[src/rtl/dbg_rst_pkg.sv]
package dbg_rst_pkg;
  localparam int REG_W      = 32;
  localparam int USED_BITS  = 3;
  // Bit positions are decoded by software and the debugger.
  localparam int NOPWR_BIT  = 0;
  localparam int FORCE_BIT  = 1;
  localparam int HOLD_BIT   = 2;
endpackage

[src/rtl/dbg_ctl_regs.sv]
module dbg_ctl_regs
  import dbg_rst_pkg::*;
(
  input  logic                 clk,
  input  logic                 por_n,
  input  logic                 wr_en,
  input  logic [USED_BITS-1:0] wr_bits,
  output logic                 nopwr_q,
  output logic                 hold_q,
  output logic                 force_start,
  output logic [REG_W-1:0]     rd_data
);
  // Power-on domain only: warm reset does not reach these flops.
  always_ff @(posedge clk or negedge por_n) begin
    if (!por_n) begin
      nopwr_q <= 1'b0;
      hold_q  <= 1'b0;
    end else if (wr_en) begin
      nopwr_q <= wr_bits[NOPWR_BIT];
      hold_q  <= wr_bits[HOLD_BIT];
    end
  end

  assign force_start = wr_en & wr_bits[FORCE_BIT];

  always_comb begin
    rd_data            = '0;
    rd_data[NOPWR_BIT] = nopwr_q;
    rd_data[HOLD_BIT]  = hold_q;
  end

  // without a write, the stored bits never change (warm reset included)
  p_bits_persist_r7: assert property (@(posedge clk) disable iff (!por_n)
    !wr_en |=> $stable({nopwr_q, hold_q}));

  // a write loads the hold flag from the write data
  p_hold_load_r6: assert property (@(posedge clk) disable iff (!por_n)
    wr_en |=> (hold_q == $past(wr_bits[HOLD_BIT])));
endmodule

[src/rtl/dbg_rst_pulse.sv]
module dbg_rst_pulse #(
  parameter int PULSE_CYCLES = 4
) (
  input  logic clk,
  input  logic por_n,
  input  logic start,
  output logic req_o
);
  localparam int CNT_W = $clog2(PULSE_CYCLES + 1);
  localparam logic [CNT_W-1:0] LOAD = CNT_W'(PULSE_CYCLES);

  logic [CNT_W-1:0] remain_q;

  always_ff @(posedge clk or negedge por_n) begin
    if (!por_n)                remain_q <= '0;
    else if (start)            remain_q <= LOAD;
    else if (remain_q != '0)   remain_q <= remain_q - CNT_W'(1);
  end

  assign req_o = (remain_q != '0);

  // a start is always followed by an asserted request
  p_start_req_r3: assert property (@(posedge clk) disable iff (!por_n)
    start |=> req_o);

  // a start during a running pulse reloads the full count
  p_restart_full_r5: assert property (@(posedge clk) disable iff (!por_n)
    (start && req_o) |=> (remain_q == LOAD));
endmodule

[src/rtl/dbg_hold_gate.sv]
module dbg_hold_gate (
  input  logic clk,
  input  logic por_n,
  input  logic warm_rst_n,
  input  logic hold_en,
  output logic hold_rst_o
);
  logic warm_seen_q;

  // Set by a warm reset, dropped as soon as the hold flag is clear.
  always_ff @(posedge clk or negedge por_n) begin
    if (!por_n)           warm_seen_q <= 1'b0;
    else if (!warm_rst_n) warm_seen_q <= 1'b1;
    else if (!hold_en)    warm_seen_q <= 1'b0;
  end

  assign hold_rst_o = !warm_rst_n || (hold_en && warm_seen_q);

  // warm reset always reaches the core
  p_warm_forces_r8: assert property (@(posedge clk) disable iff (!por_n)
    !warm_rst_n |-> hold_rst_o);

  // with the flag set, the end of warm reset does not release the core
  p_stretch_r9: assert property (@(posedge clk) disable iff (!por_n)
    ($rose(warm_rst_n) && hold_en) |-> hold_rst_o);

  // clearing the flag outside warm reset releases the core at once
  p_release_r9: assert property (@(posedge clk) disable iff (!por_n)
    ($fell(hold_en) && warm_rst_n) |-> !hold_rst_o);

  // with the flag clear, the core leaves reset together with warm reset
  p_follow_r10: assert property (@(posedge clk) disable iff (!por_n)
    (warm_rst_n && !hold_en) |-> !hold_rst_o);
endmodule

[src/rtl/dbg_rst_pwr_ctl.sv]
module dbg_rst_pwr_ctl
  import dbg_rst_pkg::*;
#(
  parameter int PULSE_CYCLES = 4
) (
  input  logic             clk,
  input  logic             por_n,
  input  logic             warm_rst_n,
  input  logic             wr_en,
  input  logic [REG_W-1:0] wr_data,
  output logic [REG_W-1:0] rd_data,
  output logic             rst_req_o,
  output logic             core_hold_rst_o,
  output logic             no_pwrdn_o
);
  localparam int RUN_W = $clog2(PULSE_CYCLES + 1) + 1;
  localparam logic [RUN_W-1:0] RUN_MAX = RUN_W'(PULSE_CYCLES);

  logic nopwr_q;
  logic hold_q;
  logic force_start;

  dbg_ctl_regs u_regs (
    .clk         (clk),
    .por_n       (por_n),
    .wr_en       (wr_en),
    .wr_bits     (wr_data[USED_BITS-1:0]),
    .nopwr_q     (nopwr_q),
    .hold_q      (hold_q),
    .force_start (force_start),
    .rd_data     (rd_data)
  );

  dbg_rst_pulse #(.PULSE_CYCLES(PULSE_CYCLES)) u_pulse (
    .clk   (clk),
    .por_n (por_n),
    .start (force_start),
    .req_o (rst_req_o)
  );

  dbg_hold_gate u_hold (
    .clk        (clk),
    .por_n      (por_n),
    .warm_rst_n (warm_rst_n),
    .hold_en    (hold_q),
    .hold_rst_o (core_hold_rst_o)
  );

  assign no_pwrdn_o = nopwr_q;

  // Checker state: length of the current request run, counted at the ports.
  logic [RUN_W-1:0] run_len_q;
  always_ff @(posedge clk or negedge por_n) begin
    if (!por_n)                              run_len_q <= '0;
    else if (wr_en && wr_data[FORCE_BIT])    run_len_q <= RUN_W'(1);
    else if (rst_req_o && run_len_q != '1)   run_len_q <= run_len_q + RUN_W'(1);
    else if (!rst_req_o)                     run_len_q <= '0;
  end

  // a run never exceeds the pulse length and ends exactly at it
  p_run_bound_r3: assert property (@(posedge clk) disable iff (!por_n)
    rst_req_o |-> (run_len_q >= RUN_W'(1) && run_len_q <= RUN_MAX));
  p_run_end_r3: assert property (@(posedge clk) disable iff (!por_n)
    $fell(rst_req_o) |-> ($past(run_len_q) == RUN_MAX));

  // reserved write bits never show up on the read bus
  p_rsvd_zero_r1: assert property (@(posedge clk) disable iff (!por_n)
    (wr_en && |wr_data[REG_W-1:USED_BITS]) |=> (rd_data[REG_W-1:USED_BITS] == '0));

  // the power-down request follows the last written bit 0
  p_nopwr_load_r2: assert property (@(posedge clk) disable iff (!por_n)
    wr_en |=> (no_pwrdn_o == $past(wr_data[NOPWR_BIT])));

  // a write without bit 1 never starts a request from idle
  p_zero_noop_r4: assert property (@(posedge clk) disable iff (!por_n)
    (wr_en && !wr_data[FORCE_BIT] && !rst_req_o) |=> !rst_req_o);

  // the force bit never reads back as set
  p_force_reads0_r4: assert property (@(posedge clk) disable iff (!por_n)
    (wr_en && wr_data[FORCE_BIT]) |=> !rd_data[FORCE_BIT]);
endmodule

[config.mk]
export PLATFORM = sky130hd
export DESIGN_NAME = dbg_rst_pwr_ctl
export DESIGN_NICKNAME = d
export VERILOG_FILES = /design/src/rtl/dbg_rst_pkg.sv /design/src/rtl/dbg_ctl_regs.sv /design/src/rtl/dbg_rst_pulse.sv /design/src/rtl/dbg_hold_gate.sv /design/src/rtl/dbg_rst_pwr_ctl.sv
export SDC_FILE = /design/constraint.sdc
export NUM_CORES = 1
export LEC_CHECK = 0
export BUFFER_PORTS_ARGS = -buffer_cell sky130_fd_sc_hd__buf_2
export CORE_MARGIN = 4
export CORE_UTILIZATION = 32
export CTS_BUF_LIST = sky130_fd_sc_hd__clkbuf_8
export DETAILED_ROUTE_END_ITERATION = 8
export PLACE_DENSITY = 0.81
export SLEW_MARGIN = 20
export SYNTH_ARGS = -nofsm -noshare
export SYNTH_HDL_FRONTEND = slang
export SYNTH_HIERARCHICAL = 1
export SYNTH_SLANG_ARGS = --single-unit
[constraint.sdc]
create_clock -name clk -period 1.6 [get_ports clk]
set_input_delay 0.32 -clock clk [delete_from_list [all_inputs] [get_ports clk]]
set_output_delay 0.32 -clock clk [all_outputs]
set_load 0.02 [all_outputs]
Yosys cells after proc, flatten, opt, wreduce, memory -nomap -nowiden
Index checks and enable logic that the tools add are counted.
{"block": "totals", "ff_bits": 6, "latchBits": 0, "mem_bits_rw": 0, "mem_bits_ro": 0, "input_bits": 36, "output_inout_bits": 35, "word_cells": 16, "memories": 0}
{"block": "op_classes", "addsub": 1, "multipliers": 0, "div": 0, "n_lt_le_gt_ge": 0, "n_eq_ne": 1, "shift": 0, "n_mux": 4, "bitwise_logic": 1, "reduce_logical": 5}
{"operator": "two-way mux 3 bit", "n": 2}
{"operator": "nonzero test 3 bit", "n": 1}
{"operator": "subtractor 3 x 1 -> 3 bit (second input constant)", "n": 1}
{"operator": "two-way mux 1 bit", "n": 2}
{"operator": "!= test 2 bit (second input constant)", "n": 1}
{"operator": "nonzero test 2 bit", "n": 1}
{"operator": "AND 1 bit", "n": 1}
{"operator": "logical AND 1 bit", "n": 1}
{"operator": "zero test 1 bit", "n": 1}
{"operator": "logical OR 1 bit", "n": 1}

Longest topological paths before layout
Gate-level depths: netlist (run 1).
{"block": "logic_depth", "word_depth": 3, "depth_mapped": 4, "depth_no_buf": 4}

Modules after synthesis
Netlist (run 1), hierarchy kept.
{"module": "dbg_ctl_regs", "instances": 1, "cells_per_inst": 38, "area_per_inst_um2": 324.1, "seq_area_each_um2": 50.0}
{"module": "dbg_rst_pulse", "instances": 1, "cells_per_inst": 16, "area_per_inst_um2": 177.7, "seq_area_each_um2": 75.1}
{"module": "dbg_hold_gate", "instances": 1, "cells_per_inst": 3, "area_per_inst_um2": 45.0, "seq_area_each_um2": 25.0}

Worst setup path after synthesis (run 1)
OpenSTA, ideal clock, no wires.
{"block": "synth_path", "path_kind": "flip-flop to flip-flop", "from": "reg u_pulse.remain_q[0]", "to": "reg u_pulse.remain_q[0]", "setup_ps": 125, "arrival_ps": 1065, "required_time_ps": 1475, "slack_ps": 410, "stages_incl_launch_ff": 5, "path_buffers": 0, "synth_period_minus_slack_ps": 1190, "path_cell_list": "dfrtp_1 > inv_1 > ha_1 > nand2b_4 > mux2_2"}
{"item": "start: declaration", "line": "dbg_rst_pulse.sv:12", "text": "logic [CNT_W-1:0] remain_q;"}
{"item": "start signal: assignment", "line": "dbg_rst_pulse.sv:17", "text": "else if (remain_q != '0) remain_q <= remain_q - CNT_W'(1);"}
{"item": "nonzero test 3 bit"}
{"item": "net rst_req_o", "line": "dbg_rst_pwr_ctl.sv:12", "text": "output logic rst_req_o,"}
{"item": "nonzero test 2 bit (no line)"}
The timed path passes the listed nets, and every way through them passes these cells. The select of a mux whose other input is x is not followed.
A chain may end at the register's enable or synchronous reset.

Worst setup path after layout (run 1)
{"block": "layout_path", "from": "reg u_pulse.remain_q[0]", "to": "out rst_req_o"}
{"block": "layout_via", "elab_chain_len": 1}
{"item": "nonzero test 3 bit", "line": "dbg_rst_pulse.sv:20", "text": "assign req_o = (remain_q != '0);"}
{"item": "end: declaration", "line": "dbg_rst_pwr_ctl.sv:12"}
Every way passes these cells.

==> summary.txt, run 1 <==
Status
  • Status: finished, final reports clean

Synthesis
  • Post-synth top area share: 43.94%
  • Post-synthesis xor/xnor area fraction: 0%
  • Netlist cell types: 15
  • Adder-Cell Fraction of Synth Area: under 10%
  • Syn Area/Cell: 9.593 sq um
  • Ys flop type: dfrtp_1
  • Synth warnings: 6
  • Synth Register Bits: 6
  • Sequential area share after synthesis: 27.46%
  • Largest family of logic cells by synthesized area: buffers and inverters
  • Ys async rst share: between 90% and 100%
  • Mux contribution to synthesized area: 6.178%
  • Compound-Gate Fraction of Synth Area: 6.636%
  • Simple-gate portion of the synthesized area: under 10%
  • Synthesized instance count: 57
  • Mapped Area: 546.8 sq um
  • Count leader, synth: buf_4
  • Synth area leaders: buf_4 44%, dfrtp_1 27%, mux2_2 6.2%
  • Post-synth EDFFs: 0
  • Top post-synthesis cells by count: 32 x buf_4, 6 x dfrtp_1, 3 x mux2_2
  • Leading area contributor after synthesis: buf_4

Route
  • Via density: about 3.6
  • WL/cell: 9.365 um
  • Drt first pass iters: 1
  • Starting DRT DRC Count: 0
  • Post-route ant nets: 0
  • Total Routed Length: 796 um
  • Routed via count: 305
  • Residual DRC count: 0

Setup path
  • Crit Path Category: reg2out
  • Crit-path cells: inv_1, ha_1, nand2b_4, buf_2
  • CP arrival: 1.15 ns
  • Maximum fanout along the worst path: 3
  • CP Launch Type: flip-flop
  • Critical path's largest stage delay: approximately 0.38 ns
  • Crit. End Element: output port
  • Worst R2R Path Depth: 4
  • Crit-path slowest cell: dfrtp_1
  • WP data required: 1.28 ns

Cells and area
  • Fillers: 156
  • Synthesis-to-layout area growth: -0.9152%
  • Register Area: 150.1 sq um
  • Non-Filler Instances: 85
  • Multi-input gate area in the final layout: between 200 and 300 sq um
  • Layout cells sized above 1: 27.54%
  • Nets@finish: 109
  • Antenna cell count: 0

Power
  • NetSw: 0.0002893 W
  • Peak VDD IR: 626.8 uV
  • P per Cell Area: 1447 mW/mm^2
  • Internal power: between 0.0004 and 0.0005 W
  • Lkg Pwr: 0.3146 nW
  • Part of the power in registers: 30.1%
  • Logic pwr share: 41.9%
  • Sw Share: a little under two fifths
  • Total Power: 0.0007841 W
  • Clock power frac: 28.0%

Floorplanning
  • Row Count: 14
  • Die Area: 0.002434 sq mm
  • Core ar.: approximately 0.0016 sq mm
  • Initial Utilization: 35.07%
  • Die span in y: 49.34 um
  • Chip Width: 49.34 um
  • I/O pins: 71

Clock tree
  • PostCTS Resize Cnt: 0
  • H-tree depth: 1
  • Clk buf depth: 2
  • Setup Fix Bufs, Post-CTS: 0
  • Root Buffer Master: clkbuf_8
  • CTS Hold Bufs: 1
  • Clock slew seen by the registers of the worst setup and hold paths: ~0.04 ns
  • Num CTS Buffers: 3
  • Clk sinks: 6
  • CTS tree: done
  • Worst-skew pair later-pin latency: about 0.22 ns

Global route
  • First-pass GRT wire length: 1.269 mm
  • Top Usage Layer GRT: met2
  • Vias in the first global route: 313
  • Met3 Usage GRT: 1.835%
  • Initial antenna violation count: 0
  • GR Util met1: 5.576%
  • Global Route Usage Sum: 6.705%
  • GRT overflow: 0
  • Global Route met2 Usage: a little over an eighth
  • Largest net degree at the start of global routing: 7

Placement
  • # placed instances: 81
  • Placer Congestion: around 0.63
  • DPL Wire Length: 698.7 um
  • Pre-CTS WS: 0.3454 ns
  • # port buffers: 11

Worst hold path
  • Worst hold stages: 2
  • Hold WC Path Type: in2reg

Run
  • Max_cap viols: 0

Timing
  • Max Slew Vio Count: 0
  • FMAX: 0.6796 GHz
  • Count of final setup violators: 0
  • Layout Skew: ~0.0013 ns
  • Final hold vios: 0
  • Hold WS: 0.3342 ns
  • Final WS setup: about 0.13 ns
  • Setup TNS: 0 ns
  • Fin crit period: 1.471 ns
  • Final worst-path cycle share: 91.96%
  • Unrepaired setup endpoints after global routing: false
[worst paths after layout]
kind / from / end / slack (ns)
hold / removal: wr_data[0] / u_regs/nopwr_q / 0.33
setup / recovery: u_pulse/remain_q[0] / rst_req_o / 0.13
max in group asynchronous: por_n / u_pulse/remain_q[2] / 1.02
setup reg to reg: u_pulse/remain_q[0] / u_pulse/remain_q[0] / 0.39
hold reg to reg: u_hold/warm_seen_q / u_hold/warm_seen_q / 0.49
min in group asynchronous: por_n / u_pulse/remain_q[1] / 0.45
[kinds of logic after synthesis]
family                     count (synthesis)
AOI/OAI and AO/OA                          4
other                                      1
adders and majority gates                  2
muxes                                      3
and+or+nand+nor                            7
DFF                                        6
buffers and inverters                     34
[sequential cells by signal (all words and copies together) (netlist names)]
name	count
u_hold/warm_seen_q	1
u_pulse/remain_q	3
u_regs/nopwr_q	1
u_regs/hold_q	1
[per-layer routing]
metal / share of wire [%] / wire [um]
met4: 0 / 0
met3: 9.9 / 79
met5: 0 / 0
met1: 33 / 265
met2: 57 / 452
[cell usage in the layout (no fill, tap or decap), drive strengths merged]
| master | count |
|---|---|
| a211o | 1 |
| a211oi | 1 |
| a21bo | 2 |
| and2 | 1 |
| and2b | 1 |
| buf | 11 |
| clkbuf | 3 |
| conb | 30 |
| dfrtp | 6 |
| dlygate4sd3 | 1 |
| ha | 2 |
| inv | 2 |
| mux2 | 3 |
| nand2b | 1 |
| nor2 | 2 |
| nor2b | 1 |
| nor3b | 1 |
[power groups by stage]
stage               clock network [W]  logic (W)  registers [W]
global placement                    0   0.000309       0.000229
CTS                          0.000227   0.000334       0.000236
floorplan                           0   0.000324       0.000230
detailed placement                  0   0.000331       0.000237
finish                       0.000219   0.000328       0.000236
global route                 0.000240   0.000370       0.000241
[stage by stage]
step                util [%]  area [sq um]
floorplan                  -         655.6
global placement       31.46         490.5
detailed placement     31.46         490.5
CTS                    34.75         541.8
global route           34.75         541.8
finish                 34.75         541.8
[worst max-delay path: cells and delay by family (launching register included)]
kind,cells,cell delay [ns]
buffers and inverters,2,0.25
adder cells (fa/ha/maj),1,0.23
flip-flops,1,0.38
AND/OR/NAND/NOR,1,0.07
[layout make-up]
class | count | area share [%]
Sequential cell | 6 | 27.71
Clock buffer | 3 | 7.621
Tap cell | 16 | 3.695
Inverter | 2 | 1.386
Timing Repair Buffer | 12 | 12.01
Multi-Input combinational cell | 46 | 47.57
(Power assumes the default switching activity.)
==> run 2: changes to the inputs <==
--- a/config.mk
+++ b/config.mk
@@ -6,6 +6,7 @@
 export NUM_CORES = 1
 export LEC_CHECK = 0
 export BUFFER_PORTS_ARGS = -buffer_cell sky130_fd_sc_hd__buf_2
+export CORE_ASPECT_RATIO = 0.8
 export CORE_MARGIN = 4
 export CORE_UTILIZATION = 32
 export CTS_BUF_LIST = sky130_fd_sc_hd__clkbuf_8
==> run 2 against run 1 <==
Net effect: core utilization fell by 0.98 points; worst hold slack better by 0.0020 ns; sequential share of layout area decreased by 0.38 points; highest routed layer unchanged; final cell count is 7.1% higher; non-clock buffer count did not move; total power is 0.97% higher.
==> summary.txt, run 2 (synthesis gave the netlist of run 1 again) <==
Status
  • Status: finished, final reports clean

Worst hold path
  • Hold Path Sink: u_regs/nopwr_q
  • Hold Startpoint: wr_data[0]
  • Worst hold stages: 2 (unchanged)
  • Hold WC Path Type: in2reg

Timing
  • Unrepaired setup endpoints after global routing: false
  • Max Slew Vio Count: 0 (unchanged)
  • Layout Skew: 0.0003029 ns (-0.0009605 ns)
  • Final worst-path cycle share: 92.86% (+0.90 points)
  • Final hold vios: 0 (unchanged)
  • Count of final setup violators: 0 (unchanged)
  • FMAX: 0.6730 GHz (-0.97%)
  • Setup TNS: 0 ns (unchanged)
  • Final WS setup: 0.1142 ns (-0.01448 ns)
  • Fin crit period: 1.486 ns (+0.01448 ns)

Route
  • Total Routed Length: 848 um (+6.5%)
  • Drt first pass iters: 4 (+3)
  • Starting DRT DRC Count: 4 (+4)
  • Met3 Wirelength: 123 um (+56%)
  • Post-route ant nets: 0 (unchanged)
  • WL/cell: 9.319 um (-0.49%)
  • Via density: 3.407 (-5.1%)
  • Wire length on met2: 447 um (-1.1%)
  • WL met1: 277 um (+4.5%)
  • Residual DRC count: 0 (unchanged)
  • Top Metal Used: met3
  • Routed via count: 310 (+1.6%)

Power
  • Lkg Pwr: 0.3146 nW (unchanged)
  • Peak VDD IR: 546.0 uV (-13%)
  • P per Cell Area: 1441 mW/mm^2 (-0.41%)

Setup path
  • CP Launch Type: flip-flop
  • Crit Path Category: reg2out
  • WP data required: 1.28 ns (about the same)
  • R2R Path End: u_pulse/remain_q[0]
  • Family with the most delay on the worst path: flip-flops
  • Worst R2R Path Depth: 4 (unchanged)
  • Reg2reg setup slack: 0.39 ns (about the same)
  • Crit-path slowest cell: dfrtp_1
  • RR Startpoint: u_pulse/remain_q[0]
  • CP arrival: 1.17 ns (+0.02 ns)
  • Crit. End Element: output port
  • CP bufs+invs: 2 (unchanged)
  • Crit-path cells: inv_1, ha_1, nand2b_4, buf_2
  • Critical path's largest stage delay: 0.38 ns (about the same)
  • Maximum fanout along the worst path: 3 (unchanged)

Floorplanning
  • Core ar.: 0.001627 sq mm (+4.3%)
  • Die span in y: 44.97 um (-8.8%)
  • Chip Width: 54.22 um (+9.9%)
  • Die Area: 0.002438 sq mm (+0.17%)
  • Initial Utilization: 33.62% (-1.5 points)
  • I/O pins: 71 (unchanged)
  • Row Count: 13 (-1)

Global route
  • First-pass GRT wire length: 1.248 mm (-1.7%)
  • Largest net degree at the start of global routing: 7 (unchanged)
  • Global Route Usage Sum: 7.275% (+0.57 points)
  • Initial antenna violation count: 0 (unchanged)
  • GRT overflow: 0 (unchanged)
  • Vias in the first global route: 281 (-10%)

Clock tree
  • Num CTS Buffers: 3 (unchanged)
  • H-tree depth: 1 (unchanged)
  • Root Buffer Master: clkbuf_8
  • Setup Fix Bufs, Post-CTS: 0 (unchanged)
  • Worst-skew pair later-pin latency: 0.22 ns (about the same)
  • CTS tree: done
  • Clock slew seen by the registers of the worst setup and hold paths: 0.04 ns (about the same)
  • Clk buf depth: 2 (unchanged)
  • Clk sinks: 6 (unchanged)

Placement
  • Pre-CTS WS: 0.3436 ns (-0.001795 ns)
  • DPL Wire Length: 725.6 um (+3.9%)
  • Placer Congestion: 0.6676 (+5.2%)
  • # port buffers: 11 (unchanged)

Cells and area
  • Most flops, register: u_pulse/remain_q
  • Layout cells sized above 1: 27.54% (unchanged)
  • Synthesis-to-layout area growth: 0.4578%
  • Fillers: 162 (+3.8%)
  • Util after Layout: 33.77% (-0.98 points)
  • Antenna cell count: 0 (unchanged)
  • Commonest non-fill, non-tap cell in the layout: conb_1
  • Nets@finish: 109 (unchanged)
  • Most frequent cells in the layout: 30 x conb_1, 11 x buf_2, 6 x dfrtp_1
  • Max FFs per register: 3 (unchanged)

Run
  • Max_cap viols: 0 (unchanged)
run 2: cell counts in the layout (fill, tap and decap cells not counted):
Identical to the previous run, type by type.
run 2: metrics by stage:
stage / instance area (sq um) / hold slack (ns) / cells / power (W)
6_report: 549.3 / 0.3362 / 91 / 0.0007917
5_1_grt: 549.3 / 0.3504 / 91 / 0.0008442
4_1_cts: 549.3 / 0.3329 / 91 / 0.0007973
3_5_place_dp: 498.0 / 0.1553 / 87 / 0.0005612
3_3_place_gp: 498.0 / 0.1485 / 87 / 0.0005380
2_1_floorplan: 655.6 / 0.02441 / 86 / 0.0005541
run 2: layout make-up:
cell class | instances | area [sq um] | area share (%)
tap | 22 | 27.53 | 5.011
clock buffer | 3 | 41.29 | 7.517
inverter | 2 | 7.507 | 1.367
sequential | 6 | 150.1 | 27.33
multi-input combinational | 46 | 257.7 | 46.92
timing repair buffer | 12 | 65.06 | 11.85
run 2: where the power goes:
part,leakage [nW],switching (W),internal [W],total [W]
clock,0.0216,0.0000630,0.000161,0.000225
combinational,0.223,0.000197,0.000133,0.000330
sequential,0.0696,0.0000375,0.000200,0.000237
total,0.315,0.000297,0.000495,0.000792
run 2: how the worst max path moves through the flow:
stage	slack (ns)	cells past startpoint	startpoint	to
2_1_floorplan	0.41	4	u_pulse/remain_q[0]	u_pulse/remain_q[0]
3_3_place_gp	0.39	4	u_pulse/remain_q[0]	rst_req_o
3_5_place_dp	0.34	4	u_pulse/remain_q[0]	rst_req_o
4_1_cts	0.11	4	u_pulse/remain_q[0]	rst_req_o
5_1_grt	0.05	4	u_pulse/remain_q[0]	rst_req_o
6_report	0.11	4	u_pulse/remain_q[0]	rst_req_o
run 2: routing by layer:
metal | up-vias | track usage [%]
met1 | 140 | 7.927
met3 | 0 | 1.980
met4 | 0 | 4.478
met5 | - | 0
met2 | 29 | 12.41
li1 | 141 | -
run 2: worst reg2reg max path, cell delays in order (launching register included):
cell and delay (ns):
dfrtp_1 0.35, inv_1 0.07, ha_1 0.25, nand2b_4 0.10
mux2_2 0.32
run 2: what timing repair did:
action / 4_1_cts / 5_1_grt
hold endpoints to repair: 6 / 0
resized for setup: 0 / 0
hold buffers: 1 / 0
